[config.mk]
export PLATFORM = sky130hd
export DESIGN_NAME = bcd_ondelay_timer
export DESIGN_NICKNAME = d
export VERILOG_FILES = /design/src/rtl/tmr_pkg.sv /design/src/rtl/tmr_prescale.sv /design/src/rtl/tmr_bcd_down.sv /design/src/rtl/bcd_ondelay_timer.sv
export SDC_FILE = /design/constraint.sdc
export NUM_CORES = 1
export LEC_CHECK = 0
export CAP_MARGIN = 40
export CORE_ASPECT_RATIO = 1.4
export CORE_MARGIN = 2
export CORE_UTILIZATION = 49
export CTS_BUF_LIST = sky130_fd_sc_hd__clkbuf_8 sky130_fd_sc_hd__clkbuf_16
export DETAILED_ROUTE_END_ITERATION = 12
export GPL_ROUTABILITY_DRIVEN = 0
export PLACE_DENSITY = 0.85
export SYNTH_ARGS = -nofsm -noshare
export SYNTH_HDL_FRONTEND = slang
export SYNTH_SLANG_ARGS = --single-unit
[constraint.sdc]
create_clock -name clk -period 1.3 [get_ports clk]
set_input_delay 0.26 -clock clk [delete_from_list [all_inputs] [get_ports clk]]
set_output_delay 0.26 -clock clk [all_outputs]
set_load 0.02 [all_outputs]
[src/rtl/tmr_pkg.sv]
package tmr_pkg;
  localparam int DIG = 4;
  typedef logic [4*DIG-1:0] bcd_t;

  function automatic bcd_t bcd_dec(input bcd_t v);
    bcd_t r;
    logic br;
    r  = v;
    br = 1'b1;
    for (int i = 0; i < DIG; i++) begin
      if (br) begin
        if (r[4*i +: 4] == 4'd0) begin
          r[4*i +: 4] = 4'd9;
        end else begin
          r[4*i +: 4] = r[4*i +: 4] - 4'd1;
          br = 1'b0;
        end
      end
    end
    return r;
  endfunction

  function automatic logic bcd_ok(input bcd_t v);
    logic ok;
    ok = 1'b1;
    for (int i = 0; i < DIG; i++) begin
      if (v[4*i +: 4] > 4'd9) ok = 1'b0;
    end
    return ok;
  endfunction
endpackage

[src/rtl/tmr_prescale.sv]
module tmr_prescale #(
  parameter int CLK_PER_CENTI = 500000
) (
  input  logic clk,
  input  logic rst_n,
  input  logic run,
  input  logic fast,
  output logic tick
);
  localparam int LIM_SLOW = CLK_PER_CENTI * 10;
  localparam int W        = (LIM_SLOW > 1) ? $clog2(LIM_SLOW) : 1;
  localparam logic [W-1:0] TOP_FAST = W'(CLK_PER_CENTI - 1);
  localparam logic [W-1:0] TOP_SLOW = W'(LIM_SLOW - 1);

  logic [W-1:0] cnt_q, cnt_d;
  logic [W-1:0] top;

  always_comb begin
    top  = fast ? TOP_FAST : TOP_SLOW;
    tick = run && (cnt_q >= top);
    if (!run || tick) cnt_d = '0;
    else              cnt_d = cnt_q + 1'b1;
  end

  always_ff @(posedge clk or negedge rst_n) begin
    if (!rst_n) cnt_q <= '0;
    else        cnt_q <= cnt_d;
  end


  cnt_bound_chk: assert property (@(posedge clk) disable iff (!rst_n)
    cnt_q <= TOP_SLOW);

  idle_phase_chk: assert property (@(posedge clk) disable iff (!rst_n)
    !run |=> cnt_q == '0);
endmodule

[src/rtl/tmr_bcd_down.sv]
module tmr_bcd_down
  import tmr_pkg::*;
(
  input  logic clk,
  input  logic rst_n,
  input  logic run,
  input  logic tick,
  input  bcd_t load_val,
  output bcd_t pv,
  output logic done
);
  bcd_t pv_d;
  logic done_d;

  always_comb begin
    pv_d   = pv;
    done_d = done;
    if (!run) begin
      pv_d   = load_val;
      done_d = 1'b0;
    end else if (tick) begin
      if (pv <= bcd_t'(1)) begin
        pv_d   = '0;
        done_d = 1'b1;
      end else begin
        pv_d = bcd_dec(pv);
      end
    end
  end

  always_ff @(posedge clk or negedge rst_n) begin
    if (!rst_n) begin
      pv   <= '0;
      done <= 1'b0;
    end else begin
      pv   <= pv_d;
      done <= done_d;
    end
  end


  pv_digit_chk: assert property (@(posedge clk) disable iff (!rst_n)
    bcd_ok(pv));

  no_rise_chk: assert property (@(posedge clk) disable iff (!rst_n)
    $past(run) |-> (pv <= $past(pv)));

  done_hold_chk: assert property (@(posedge clk) disable iff (!rst_n)
    (done && run) |=> (done && pv == '0));

  idle_clear_chk: assert property (@(posedge clk) disable iff (!rst_n)
    !run |=> !done);
endmodule

[src/rtl/bcd_ondelay_timer.sv]
module bcd_ondelay_timer
  import tmr_pkg::*;
#(
  parameter int   CLK_PER_CENTI = 500000,
  parameter bit   SV_LIVE       = 1'b1,
  parameter bcd_t SV_FIXED      = 16'h0050
) (
  input  logic        clk,
  input  logic        rst_n,
  input  logic        en,
  input  logic        clr,
  input  logic        fast,
  input  logic [15:0] sv_in,
  output logic        done,
  output logic [15:0] pv,
  output logic        sv_err
);
  logic [1:0] rs_q;
  logic       rst_s;
  bcd_t       sv_sel, load_val;
  logic       bad, run, tick, err_q;

  always_ff @(posedge clk or negedge rst_n) begin
    if (!rst_n) rs_q <= 2'b00;
    else        rs_q <= {rs_q[0], 1'b1};
  end
  assign rst_s = rs_q[1];

  generate
    if (SV_LIVE) begin : g_live
      assign sv_sel = sv_in;
    end else begin : g_fixed
      assign sv_sel = SV_FIXED;
    end
  endgenerate

  always_comb begin
    bad      = !bcd_ok(sv_sel);
    run      = en && !clr && !bad;
    load_val = bad ? '0 : sv_sel;
  end

  always_ff @(posedge clk or negedge rst_s) begin
    if (!rst_s) err_q <= 1'b0;
    else        err_q <= bad;
  end
  assign sv_err = err_q;

  tmr_prescale #(.CLK_PER_CENTI(CLK_PER_CENTI)) u_pre (
    .clk(clk), .rst_n(rst_s), .run(run), .fast(fast), .tick(tick)
  );

  tmr_bcd_down u_cnt (
    .clk(clk), .rst_n(rst_s), .run(run), .tick(tick),
    .load_val(load_val), .pv(pv), .done(done)
  );


  err_quiet_chk: assert property (@(posedge clk) disable iff (!rst_s)
    sv_err |-> (!done && pv == '0));

  reset_out_chk: assert property (@(posedge clk)
    !rst_n |-> (!done && pv == '0 && !sv_err));
endmodule

* Yosys cells after proc, flatten, opt, wreduce, memory -nomap -nowiden
Cells that the tools add are included.
** Storage, ports and cells
- Bits in registers :: 43
** Cells by class
- Multiplexer cells :: 34
- Add/sub/neg operators :: 5
- Equal/unequal tests :: 5
- Reductions and logical operators :: 15
- Order comparisons :: 6
** Operators with widths (number)
- $mux 16 :: 4
- $mux 23 :: 2
- $mux 4 :: 7
- $add 23x1->23 const B :: 1
- $ge 23x23->1 :: 1
- $mux 1 :: 21
- $gt 4x4->1 const B :: 4
- $le 16x1->1 const B :: 1
- $logic_not 4->1 :: 4
- $sub 4x1->4 const B :: 4
- $ne 3x3->1 const B :: 3
- $reduce_and 2->1 :: 4
- $ne 2x2->1 const B :: 2
- $logic_and 1x1->1 :: 3
- $logic_not 1->1 :: 3
- $logic_or 1x1->1 :: 1

* Depth between registers and ports, before layout
Gate-level depths: netlist of run 1.
- Depth in word-level cells :: 21
- Depth in mapped cells :: 10

* Modules after synthesis
A second synthesis of run 1 with hierarchy kept.
** Second synthesis, totals
- Cell total of the unflattened synthesis :: 316
- Area total of the unflattened synthesis :: 2891.5 sq um
** Modules (own cells, without submodules)
- tmr_prescale :: seq. area each 575.6 sq um, cells an instance 148, area an instance 1478.9 sq um, times used 1
- tmr_bcd_down :: seq. area each 425.4 sq um, cells an instance 139, area an instance 1169.9 sq um, times used 1
- bcd_ondelay_timer :: seq. area each 75.1 sq um, cells an instance 29, area an instance 242.7 sq um, times used 1

* Worst setup path after synthesis of run 1
Ideal clock, no wire load.
- Kind :: reg-to-reg
- Start :: register u_cnt.pv[12]
- End :: register u_cnt.pv[14]
- Slack :: -743 ps
- Cell stages (with the launch flop) :: 9
- Required time :: 1172 ps
- Period minus slack after synthesis :: 2043 ps
- Buffers on the path :: 0
- Data arrival time :: 1915 ps
- Cell sequence :: dfrtp_1 inv_1 ha_1 inv_1 a41o_1 a211oi_4 nand2_1 nand2_2 mux2_1
** Between the ends
- Word-level cells in the longest chain between the ends :: 6
- Elaborated cells on any way between the ends :: 10
- Classes of those cells :: add/sub: 1; order compare: 1; eq/ne: 1; mux: 5; reduce/logical: 2
** Ends and longest elaborated chain
- start, declared :: RTL line tmr_bcd_down.sv:9 : output bcd_t pv,
- start signal, assigned :: RTL line tmr_bcd_down.sv:36 : pv <= pv_d;
- $sub 4x1->4 / $logic_not 4->1 (equally long branches) :: RTL line tmr_pkg.sv:15, tmr_pkg.sv:12
- $mux 4 :: RTL line tmr_pkg.sv:12 : if (r[4*i +: 4] == 4'd0) begin
- $mux 4 :: RTL line tmr_pkg.sv:11 : if (br) begin
- $mux 16 :: RTL line tmr_bcd_down.sv:22 : if (pv <= bcd_t'(1)) begin
- $mux 16 :: RTL line tmr_bcd_down.sv:21 : end else if (tick) begin
- $mux 16 :: RTL line tmr_bcd_down.sv:18 : if (!run) begin
Several ways; a longest one is shown, not always the timed one. The select of a mux whose other input is x is not followed.
A chain may end at the register's enable or synchronous reset.

* Worst setup path after layout of run 1
- Start :: register u_pre.cnt_q[13]
- End :: register u_cnt.pv[7]
** Between the ends
- Word-level cells in the longest chain between the ends :: 4
** Ends and longest elaborated chain
- start, declared :: RTL line tmr_prescale.sv:15 : logic [W-1:0] cnt_q, cnt_d;
- start signal, assigned :: RTL line tmr_prescale.sv:27 : else cnt_q <= cnt_d;
- $ge 23x23->1 :: RTL line tmr_prescale.sv:20 : tick = run && (cnt_q >= top);
- $logic_and 1x1->1 :: RTL line tmr_prescale.sv:20
- $ne 2x2->1 (no source line)
- $reduce_and 2->1 (no source line)
No other way between the ends.

==> summary.md, run 1 <==
| Metric | Value |
|---|---|
| Seq pwr share | `40.1%` |
| Yosys Warn Count | `0` |
| Core region area | `0.005159 mm²` |
| Clk root buf | `clkbuf_8` |
| Most used DFF post-synth | `dfrtp_1` |
| Die width | `65.89 µm` |
| Antenna Violating Nets Remaining | `0` |
| Setup-failing EPs final | `43` |
| Crit path time final | `2138 ps` |
| Synth cell types | `53` |
| Internal | `2574 µW` |
| TritonCTS clock tree | `yes` |
| Buf+Inv Stages, Crit Path | `1` |
| Reg clk slew, reported paths | `90 ps` |
| Fmax | `0.4678 GHz` |
| Diode count | `0` |
| Layout cells sized above 1 | `40.33%` |
| Crit path depth | `8` |
| Cell Rows | `31` |
| R2R depth | `8` |
| Commonest cells after routing, fill and taps aside | `buf_4, dfrtp_1, nor2_1` |
| Setup TNS | `-31670 ps` |
| Final instance area | `0.004213 mm²` |
| Residual DRC | `0` |
| Routed WL | `8457 µm` |
| Critical path, cell by cell | `ha_4, nand4b_1, nor2_1, a211oi_2, o2111ai_4, buf_4, a21oi_1, o22a_1` |
| First-pass GRT wire length | `13390 µm` |
| Synthesis-stage register bit count | `43` |
| CP max stage delay | `430 ps` |
| Syn Area/Cell | `9.252 µm²` |
| VDD IR max | `0.6239 mV` |
| Mapped Cells | `284` |
| Congestion Overflow GR | `0` |
| Type of the worst min-delay path | `input pin to async pin` |
| Final Hold Vio Count | `0` |
| Required time worst endpoint | `1490 ps` |
| Synth area leader | `dfrtp_1` |
| Vias per inst | `5.880` |
| Clock latency at the later pin of the worst-skew pair | `300 ps` |
| Post-synth EDFFs | `0` |
| Fin. max-slew vios | `0` |
| Slew headroom | `64.88%` |
| Seq/Total Area, Yosys | `40.95%` |
| Slowest cell on the critical path | `dfrtp_1` |
| Combinational share of power | `24.6%` |
| Fin nets | `457` |
| Critical Path Sink Type | `flop` |
| Switching power | `947.2 µW` |
| Cell family with most CP delay | `compound AO/OA/AOI/OAI gates` |
| Largest fanout on the critical path | `8` |
| Initial Util | `50.93%` |
| Failing checks | `negative setup slack` |
| Dpl cell area | `0.003811 mm²` |
| PwrDens | `835.8 mW/mm²` |
| Final WS setup | `-837.7 ps` |
| Net Sw Frac | `26.90%` |
| Largest net degree at the start of global routing | `20` |
| Crit path launch type | `flop` |
| CP Class | `flop to flop` |
| CTS Hold Bufs | `0` |
| Status | `complete, but fails checks` |
| Crit share post-route | `164.4%` |
| Crit path DAT | `2330 ps` |
| Initial antenna violation count | `0` |
| Routed via count | `2881` |
| Asr flop ratio synth | `100.0%` |
| Clock power frac | `35.3%` |
| Clock Sinks | `43` |
| Vias in the first global route | `2992` |
| CTS Buf Count | `5` |
| Max Root-Sink Buffers | `2` |
| Yosys top cell area share | `40.95%` |
| Max-Cap Viols | `0` |
| WL/cell | `17.26 µm` |
| Slew at the pin closest to its max-slew limit | `526.8 ps` |
| Area of the die | `0.005973 mm²` |
| Buffers on Ports | `38` |
| Cell leakage power | `0.001923 µW` |
| Area growth from synthesis to layout | `60.33%` |
| Synth top area cells | `dfrtp_1, nor2_1, ha_1, nand2_1, xnor2_1` |
| RSZ-0062 raised after global routing | `yes` |
| First-pass detailed-route iteration total | `6` |
| Syn nets | `318` |
| DIE HEIGHT | `90.65 µm` |
| Setup slack at placement | `-1362 ps` |
| Starting DRT DRC Count | `185` |
| Commonest non-fill, non-tap cell in the layout | `buf_4` |
| Synthesized area | `0.002628 mm²` |
| Tot GR Track Use | `29.25%` |
| Fin Clk Skew | `7.271 ps` |
| H-tree levels | `2` |
| I/O Pins | `39` |
| Dpl hpwl | `5783 µm` |
-- flip-flops by register name (all words and copies together) (netlist names) --
signal	count
u_cnt.pv	16
sv_err	1
u_cnt.done	1
rs_q	2
u_pre.cnt_q	23
-- path summary, 6_finish.rpt --
kind	startpoint	to	slack, ps
max	u_pre.cnt_q[13]$_DFF_PN0_	u_cnt.pv[7]$_DFFE_PN0P_	-840
min	rst_n	rs_q[0]$_DFF_PN0_	110
max reg2reg	u_pre.cnt_q[13]$_DFF_PN0_	u_cnt.pv[7]$_DFFE_PN0P_	-840
min reg2reg	rs_q[1]$_DFF_PN0_	u_pre.cnt_q[9]$_DFF_PN0_	220
max in group asynchronous	rs_q[1]$_DFF_PN0_	u_cnt.pv[13]$_DFFE_PN0P_	590
min in group clk	rs_q[0]$_DFF_PN0_	rs_q[1]$_DFF_PN0_	360
-- repair_timing --
action	CTS	global route
setup endpoints to repair	58	50
pin swaps	6	4
buffers inserted	6	7
endpoints found under the hold margin	0	0
cloned	0	1
gates resized for setup	104	31
-- synthesized netlist by cell type, types with 4 or more instances --
master,n
a2bb2oi_1,5
a22oi_1,7
nand2_1,27
nor3_1,6
nand4_1,6
nand3_1,17
ha_1,13
xnor2_1,10
o21ai_0,13
buf_6,4
inv_1,9
xor2_1,9
nor2_1,44
dfrtp_1,43
a21oi_1,11
-- power by group through the flow --
stage / Sequential [µW] / Clock, µW / Combinational, µW
after floorplan: 1510 / 0 / 305
after global placement: 1430 / 0 / 768
after detailed placement: 1430 / 0 / 783
after CTS: 1410 / 1250 / 816
after global routing: 1420 / 1330 / 929
final: 1410 / 1240 / 867
-- through the flow --
| stage | power, µW | hold slack, ps | utilization, % | instances |
|---|---|---|---|---|
| finish | 3521 | 107.2 | 81.66 | 490 |
| global route | 3671 | 106.5 | 81.66 | 490 |
| CTS | 3473 | 110.3 | 78.51 | 487 |
| detailed placement | 2217 | 218.5 | 73.88 | 473 |
| global placement | 2200 | 210.0 | 73.88 | 473 |
| floorplan | 1813 | -35.59 | - | 284 |
-- layout make-up --
cell class,instances,area (µm²)
clock buffer,5,68.82
clock inverter,3,63.81
fill,276,945.9
inverter,9,33.78
multi-input combinational,225,1665
sequential,43,1080
tap,66,82.58
timing repair buffer,139,1219
-- metal layers --
metal | part of all wire (%) | vias to the layer above | wire length, µm | global-route usage, %
met2 | 54 | 135 | 4529 | 51.60
li1 | - | 1301 | - | -
met4 | 5.9 | 0 | 498 | 19.44
met3 | 4.6 | 53 | 387 | 4.489
met5 | 0 | - | 0 | 0
met1 | 36 | 1392 | 3042 | 30.87
-- cells by family (layout without fill, tap and decap cells) --
| group | Yosys count | after routing | synth area share (%) |
|---|---|---|---|
| simple gates | 128 | 128 | 24.48 |
| flops | 43 | 43 | 40.95 |
| mux | 4 | 4 | 1.619 |
| buf+inv | 16 | 156 | 3.523 |
| other cells | 1 | 1 | 0.1427 |
| compound gates | 60 | 60 | 16.76 |
| xor+xnor | 19 | 19 | 6.333 |
| fa+ha+maj | 13 | 13 | 6.191 |
(Power assumes the default switching activity.)
==> run 2, diff against run 1 <==
--- a/config.mk
+++ b/config.mk
@@ -8,11 +8,11 @@
 export CAP_MARGIN = 40
 export CORE_ASPECT_RATIO = 1.4
 export CORE_MARGIN = 2
-export CORE_UTILIZATION = 49
-export CTS_BUF_LIST = sky130_fd_sc_hd__clkbuf_8 sky130_fd_sc_hd__clkbuf_16
+export CORE_UTILIZATION = 51
+export CTS_BUF_LIST = sky130_fd_sc_hd__clkbuf_4 sky130_fd_sc_hd__clkbuf_8
 export DETAILED_ROUTE_END_ITERATION = 12
 export GPL_ROUTABILITY_DRIVEN = 0
-export PLACE_DENSITY = 0.85
+export PLACE_DENSITY = 0.88
 export SYNTH_ARGS = -nofsm -noshare
 export SYNTH_HDL_FRONTEND = slang
 export SYNTH_SLANG_ARGS = --single-unit
==> summary.md, run 2 (synthesized netlist as in run 1, its figures left out) <==
| Metric | Value |
|---|---|
| Max Root-Sink Buffers | `2 (unchanged)` |
| Crit path launch type | `flop (unchanged)` |
| CP Class | `flop to flop (unchanged)` |
| Clock latency at the later pin of the worst-skew pair | `310 ps (was 300 ps)` |
| Initial Util | `53.44% (was 50.93%)` |
| Final instance area | `0.004138 mm² (was 0.004213 mm²)` |
| Final Hold Vio Count | `0 (unchanged)` |
| DIE HEIGHT | `88.93 µm (was 90.65 µm)` |
| Area of the die | `0.005751 mm² (was 0.005973 mm²)` |
| Final WS setup | `-882.4 ps (was -837.7 ps)` |
| Vias in the first global route | `3144 (was 2992)` |
| CTS Buf Count | `5 (unchanged)` |
| Max reg flops | `23 (unchanged)` |
| Reg with most FFs | `u_pre.cnt_q (unchanged)` |
| Layout cells sized above 1 | `39.76% (was 40.33%)` |
| First-pass GRT wire length | `15050 µm (was 13390 µm)` |
| Required time worst endpoint | `1480 ps (was 1490 ps)` |
| Commonest cells after routing, fill and taps aside | `buf_4, dfrtp_1, nor2_1 (unchanged)` |
| Buf+Inv Stages, Crit Path | `2 (was 1)` |
| Max-Cap Viols | `0 (unchanged)` |
| PwrDens | `829.9 mW/mm² (was 835.8 mW/mm²)` |
| CP max stage delay | `420 ps (was 430 ps)` |
| CTS Hold Bufs | `0 (unchanged)` |
| Die width | `64.67 µm (was 65.89 µm)` |
| Largest net degree at the start of global routing | `42 (was 20)` |
| Antenna Violating Nets Remaining | `0 (unchanged)` |
| Crit path time final | `2182 ps (was 2138 ps)` |
| TritonCTS clock tree | `yes (unchanged)` |
| Clk root buf | `clkbuf_8 (unchanged)` |
| Tot GR Track Use | `34.85% (was 29.25%)` |
| Type of the worst min-delay path | `input pin to async pin (unchanged)` |
| Top Registers | `u_pre.cnt_q x23, u_cnt.pv x16, rs_q x2 (unchanged)` |
| Reg clk slew, reported paths | `90 ps (about the same)` |
| Dpl hpwl | `6104 µm (was 5783 µm)` |
| Crit share post-route | `167.9% (was 164.4%)` |
| Total Power | `3434 µW (was 3521 µW)` |
| Fmax | `0.4582 GHz (was 0.4678 GHz)` |
| Routed via count | `3134 (was 2881)` |
| Core region area | `0.004917 mm² (was 0.005159 mm²)` |
| H-tree levels | `2 (unchanged)` |
| Status | `complete, but fails checks (unchanged)` |
| RSZ-0062 raised after global routing | `yes (unchanged)` |
| Initial antenna violation count | `0 (unchanged)` |
| Residual DRC | `0 (unchanged)` |
| Crit path DAT | `2360 ps (was 2330 ps)` |
| Cell leakage power | `0.001868 µW (was 0.001923 µW)` |
| WL/cell | `21.95 µm (was 17.26 µm)` |
| Vias per inst | `6.475 (was 5.880)` |
| Clock Sinks | `43 (unchanged)` |
| Dpl cell area | `0.003754 mm² (was 0.003811 mm²)` |
| Failing checks | `negative setup slack (unchanged)` |
| Setup-failing EPs final | `44 (was 43)` |
| Largest fanout on the critical path | `16 (was 8)` |
| Congestion Overflow GR | `0 (unchanged)` |
| Fin. max-slew vios | `0 (unchanged)` |
| Fin nets | `453 (was 457)` |
| Critical Path Sink Type | `flop (unchanged)` |
| I/O Pins | `39 (unchanged)` |
| Diode count | `0 (unchanged)` |
| Cell family with most CP delay | `simple AND/OR/NAND/NOR gates (was compound AO/OA/AOI/OAI gates)` |
| Critical path, cell by cell | `ha_4, nand4bb_4, nor4_2, o221ai_2, o2111ai_2, buf_6, buf_12, nand2_1, o2bb2ai_1 (was ha_4, nand4b_1, nor2_1, a211oi_2, o2111ai_4, buf_4, a21oi_1, o22a_1)` |
| Commonest non-fill, non-tap cell in the layout | `buf_4 (unchanged)` |
| Cell Rows | `30 (was 31)` |
| First-pass detailed-route iteration total | `5 (was 6)` |
| Starting DRT DRC Count | `284 (was 185)` |
| Routed WL | `10620 µm (was 8457 µm)` |
| Buffers on Ports | `38 (unchanged)` |
| Fin Clk Skew | `7.382 ps (was 7.271 ps)` |
| VDD IR max | `0.9651 mV (was 0.6239 mV)` |
| Area growth from synthesis to layout | `57.48% (was 60.33%)` |
| Slowest cell on the critical path | `dfrtp_1 (unchanged)` |
## run 2: final timing paths
check	start	end	slack [ps]	cells past startpoint
min	rst_n	rs_q[1]$_DFF_PN0_	120	1
max reg2reg	u_pre.cnt_q[9]$_DFF_PN0_	u_cnt.pv[1]$_DFFE_PN0P_	-880	9
min in group clk	rs_q[0]$_DFF_PN0_	rs_q[1]$_DFF_PN0_	360	0
min reg2reg	rs_q[1]$_DFF_PN0_	u_pre.cnt_q[2]$_DFF_PN0_	250	1
max	u_pre.cnt_q[9]$_DFF_PN0_	u_cnt.pv[1]$_DFFE_PN0P_	-880	9
max in group asynchronous	rs_q[1]$_DFF_PN0_	u_cnt.pv[12]$_DFFE_PN0P_	820	1
## run 2: metal layers
| layer | vias to the layer above | share of wire (%) | track usage (%) |
|---|---|---|---|
| li1 | 1289 | - | - |
| met5 | - | 0 | 0 |
| met3 | 96 | 8.3 | 5.164 |
| met2 | 271 | 51 | 65.15 |
| met1 | 1478 | 33 | 36.64 |
| met4 | 0 | 8.2 | 21.86 |
## run 2: final cells by class
cell class / count / area [µm²]
clock buffer: 6 / 82.58
clock inverter: 2 / 35.03
fill: 241 / 779.5
sequential: 43 / 1080
inverter: 9 / 33.78
tap: 64 / 80.08
timing repair buffer: 135 / 1152
multi-input combinational: 225 / 1674
## run 2: stage by stage
step           std cells  hold WS [ps]  TNS [ps]  utilization, %  worst slack (ps)
2_1_floorplan        284        -35.59    -21910               -            -600.2
3_3_place_gp         467         242.2    -44990           76.34             -1265
3_5_place_dp         467         248.8    -47580           76.34             -1344
4_1_cts              480         121.8    -27370           80.10            -805.8
5_1_grt              484         118.5    -34310           84.15            -994.0
6_report             484         119.4    -29630           84.15            -882.4
## run 2: worst register-to-register path, stage by stage (launching register included)
cell,delay [ps]
dfrtp_1,420
ha_4,300
nand4bb_4,130
nor4_2,350
o221ai_2,160
o2111ai_2,100
buf_6,190
buf_12,160
nand2_1,90
o2bb2ai_1,150
## run 2: power breakdown
part / total (µW) / leakage, µW / switching [µW] / internal, µW
Combinational: 904 / 0.00123 / 481 / 423
Sequential: 1410 / 0.000581 / 33.1 / 1380
Clock: 1120 / 0.0000612 / 499 / 622
Total: 3430 / 0.00187 / 1010 / 2420
## run 2: repair_timing
item | in CTS | in global routing
buffers inserted | 6 | 7
hold endpoints to repair | 0 | 0
pin swaps | 6 | 8
resized for setup | 98 | 32
gates cloned | 0 | 0
endpoints found under the setup margin | 58 | 49
==> run 3, diff against run 2 <==
--- a/config.mk
+++ b/config.mk
@@ -5,6 +5,7 @@
 export SDC_FILE = /design/constraint.sdc
 export NUM_CORES = 1
 export LEC_CHECK = 0
+export ABC_AREA = 0
 export CAP_MARGIN = 40
 export CORE_ASPECT_RATIO = 1.4
 export CORE_MARGIN = 2
@@ -16,3 +17,4 @@
 export SYNTH_ARGS = -nofsm -noshare
 export SYNTH_HDL_FRONTEND = slang
 export SYNTH_SLANG_ARGS = --single-unit
+export TNS_END_PERCENT = 50
==> summary.md, run 3 (synthesized netlist as in run 1, its figures left out) <==
| Metric | Value |
|---|---|
| Reg clk slew, reported paths | `100 ps (was 90 ps)` |
| Status | `complete, but fails checks (unchanged)` |
| CTS Hold Bufs | `0 (unchanged)` |
| RSZ-0062 raised after global routing | `yes (unchanged)` |
| Fmax | `0.4414 GHz (was 0.4582 GHz)` |
| Max reg flops | `23 (unchanged)` |
| Fin Clk Skew | `12.81 ps (was 7.382 ps)` |
| Clock Sinks | `43 (unchanged)` |
| Slowest cell on the critical path | `dfrtp_1 (unchanged)` |
| Largest fanout on the critical path | `5 (was 16)` |
| WL/cell | `23.98 µm (was 21.95 µm)` |
| Congestion Overflow GR | `0 (unchanged)` |
| Failing checks | `negative setup slack (unchanged)` |
| Fillers | `228 (was 241)` |
| Final Hold Vio Count | `0 (unchanged)` |
| DIE HEIGHT | `88.93 µm (unchanged)` |
| CP max stage delay | `400 ps (was 420 ps)` |
| Initial antenna violation count | `0 (unchanged)` |
| Max-Cap Viols | `0 (unchanged)` |
| Antenna Violating Nets Remaining | `0 (unchanged)` |
| Met3 usage | `4.156% (was 5.164%)` |
| Setup-failing EPs final | `45 (was 44)` |
| Vias in the first global route | `3140 (was 3144)` |
| Die width | `64.67 µm (unchanged)` |
| Clk root buf | `clkbuf_8 (unchanged)` |
| Crit share post-route | `174.3% (was 167.9%)` |
| Buffers on Ports | `38 (unchanged)` |
| Met2 Track Usage GR | `65.34% (was 65.15%)` |
| Crit path launch type | `flop (unchanged)` |
| Type of the worst min-delay path | `input pin to async pin (unchanged)` |
| Area growth from synthesis to layout | `58.76% (was 57.48%)` |
| Crit path time final | `2266 ps (was 2182 ps)` |
| Starting DRT DRC Count | `358 (was 284)` |
| VDD IR max | `0.7578 mV (was 0.9651 mV)` |
| Area of the die | `0.005751 mm² (unchanged)` |
| Vias per inst | `6.739 (was 6.475)` |
| Commonest cells after routing, fill and taps aside | `buf_4, dfrtp_1, nor2_1 (unchanged)` |
| Critical Path Sink Type | `flop (unchanged)` |
| TritonCTS clock tree | `yes (unchanged)` |
| Dpl hpwl | `5854 µm (was 6104 µm)` |
| Commonest non-fill, non-tap cell in the layout | `buf_4 (unchanged)` |
| I/O Pins | `39 (unchanged)` |
| Top Registers | `u_pre.cnt_q x23, u_cnt.pv x16, rs_q x2 (unchanged)` |
| Largest net degree at the start of global routing | `42 (unchanged)` |
| Tot GR Track Use | `34.96% (was 34.85%)` |
| Clock latency at the later pin of the worst-skew pair | `300 ps (was 310 ps)` |
| Fin. max-slew vios | `0 (unchanged)` |
| Slew headroom | `61.21%` |
| Layout cells sized above 1 | `41.05% (was 39.76%)` |
| Core region area | `0.004917 mm² (unchanged)` |
| Global routing's busiest layer | `met2 (unchanged)` |
| Critical path, cell by cell | `ha_1, nand4b_1, nor4_2, o221ai_2, o2111ai_2, buf_6, a21boi_4, a2bb2oi_2 (was ha_4, nand4bb_4, nor4_2, o221ai_2, o2111ai_2, buf_6, buf_12, nand2_1, o2bb2ai_1)` |
| Slew at the pin closest to its max-slew limit | `577.4 ps` |
| Max Root-Sink Buffers | `2 (unchanged)` |
| Fin cells | `483 (was 484)` |
| Residual DRC | `0 (unchanged)` |
| Crit path DAT | `2480 ps (was 2360 ps)` |
| CTS Buf Count | `5 (unchanged)` |
| Routed via count | `3255 (was 3134)` |
| Fin nets | `452 (was 453)` |
| Reg with most FFs | `u_pre.cnt_q (unchanged)` |
| H-tree levels | `2 (unchanged)` |
| Total Power | `3642 µW (was 3434 µW)` |
| Final WS setup | `-965.7 ps (was -882.4 ps)` |
| CP Class | `flop to flop (unchanged)` |
| First-pass GRT wire length | `15110 µm (was 15050 µm)` |
| Placed cell count | `467 (unchanged)` |
| Cell leakage power | `0.001877 µW (was 0.001868 µW)` |
| Routed WL | `11580 µm (was 10620 µm)` |
| Required time worst endpoint | `1520 ps (was 1480 ps)` |
| First-pass detailed-route iteration total | `6 (was 5)` |
| PwrDens | `873.0 mW/mm² (was 829.9 mW/mm²)` |
| Met1 usage | `36.75% (was 36.64%)` |
| Diode count | `0 (unchanged)` |
| Initial Util | `53.44% (unchanged)` |
| Cell Rows | `30 (unchanged)` |
run 3: metrics by stage:
step                      area (µm²)  TNS, ps  utilization, %  setup WS (ps)  hold WS (ps)
final                           4172   -33020           84.83         -965.7         118.5
after global routing            4172   -37290           84.83          -1082         112.1
after CTS                       3951   -28280           80.36         -812.6         123.7
after detailed placement        3749   -47880           76.23          -1350         252.7
after global placement          3749   -45060           76.23          -1273         240.4
after floorplan                 2674   -21920               -         -600.2        -35.59
run 3: what timing repair did:
item / CTS / global route
gates resized for setup: 92 / 46
gates cloned: 1 / 1
buffers inserted: 4 / 2
pin swaps: 9 / 13
setup endpoints to repair: 58 / 48
run 3: path summary, 6_finish.rpt:
| check | slack (ps) | endpoint | from | cells after the start |
|---|---|---|---|---|
| min in group clk | 370 | rs_q[1]$_DFF_PN0_ | rs_q[0]$_DFF_PN0_ | 0 |
| worst max register to register | -970 | u_cnt.pv[5]$_DFFE_PN0P_ | u_pre.cnt_q[13]$_DFF_PN0_ | 8 |
| worst min-delay path | 120 | rs_q[1]$_DFF_PN0_ | rst_n | 1 |
| max in group asynchronous | 820 | u_cnt.pv[13]$_DFFE_PN0P_ | rs_q[1]$_DFF_PN0_ | 1 |
| worst min register to register | 250 | u_pre.cnt_q[2]$_DFF_PN0_ | rs_q[1]$_DFF_PN0_ | 1 |
| worst max-delay path | -970 | u_cnt.pv[5]$_DFFE_PN0P_ | u_pre.cnt_q[13]$_DFF_PN0_ | 8 |
run 3: critical path: cells and delay by family, from the launching register on:
| kind | cells | cell delay, ps |
|---|---|---|
| and+or+nand+nor | 2 | 530 |
| DFF | 1 | 400 |
| AOI/OAI and AO/OA | 4 | 740 |
| buffers and inverters | 1 | 190 |
| adders and majority gates | 1 | 310 |
run 3: power breakdown:
group / leakage, µW / internal, µW / switching (µW)
combinational: 0.00123 / 420 / 514
sequential: 0.000578 / 1380 / 41.0
clock: 0.0000644 / 767 / 523
total: 0.00188 / 2560 / 1080
run 3: layer usage:
metal	vias up	share of wire [%]
li1	1296	-
met4	0	8.7
met3	121	9.5
met5	-	0
met1	1505	32
met2	333	49
run 3: cell type report:
cell class,count,area [µm²],share of cell area (%)
clock buffer,5,68.82,1.650
tap,64,80.08,1.920
clock inverter,3,67.56,1.620
sequential,43,1082,25.94
inverter,9,33.78,0.8098
multi-input combinational,225,1674,40.13
timing repair buffer,134,1165,27.92
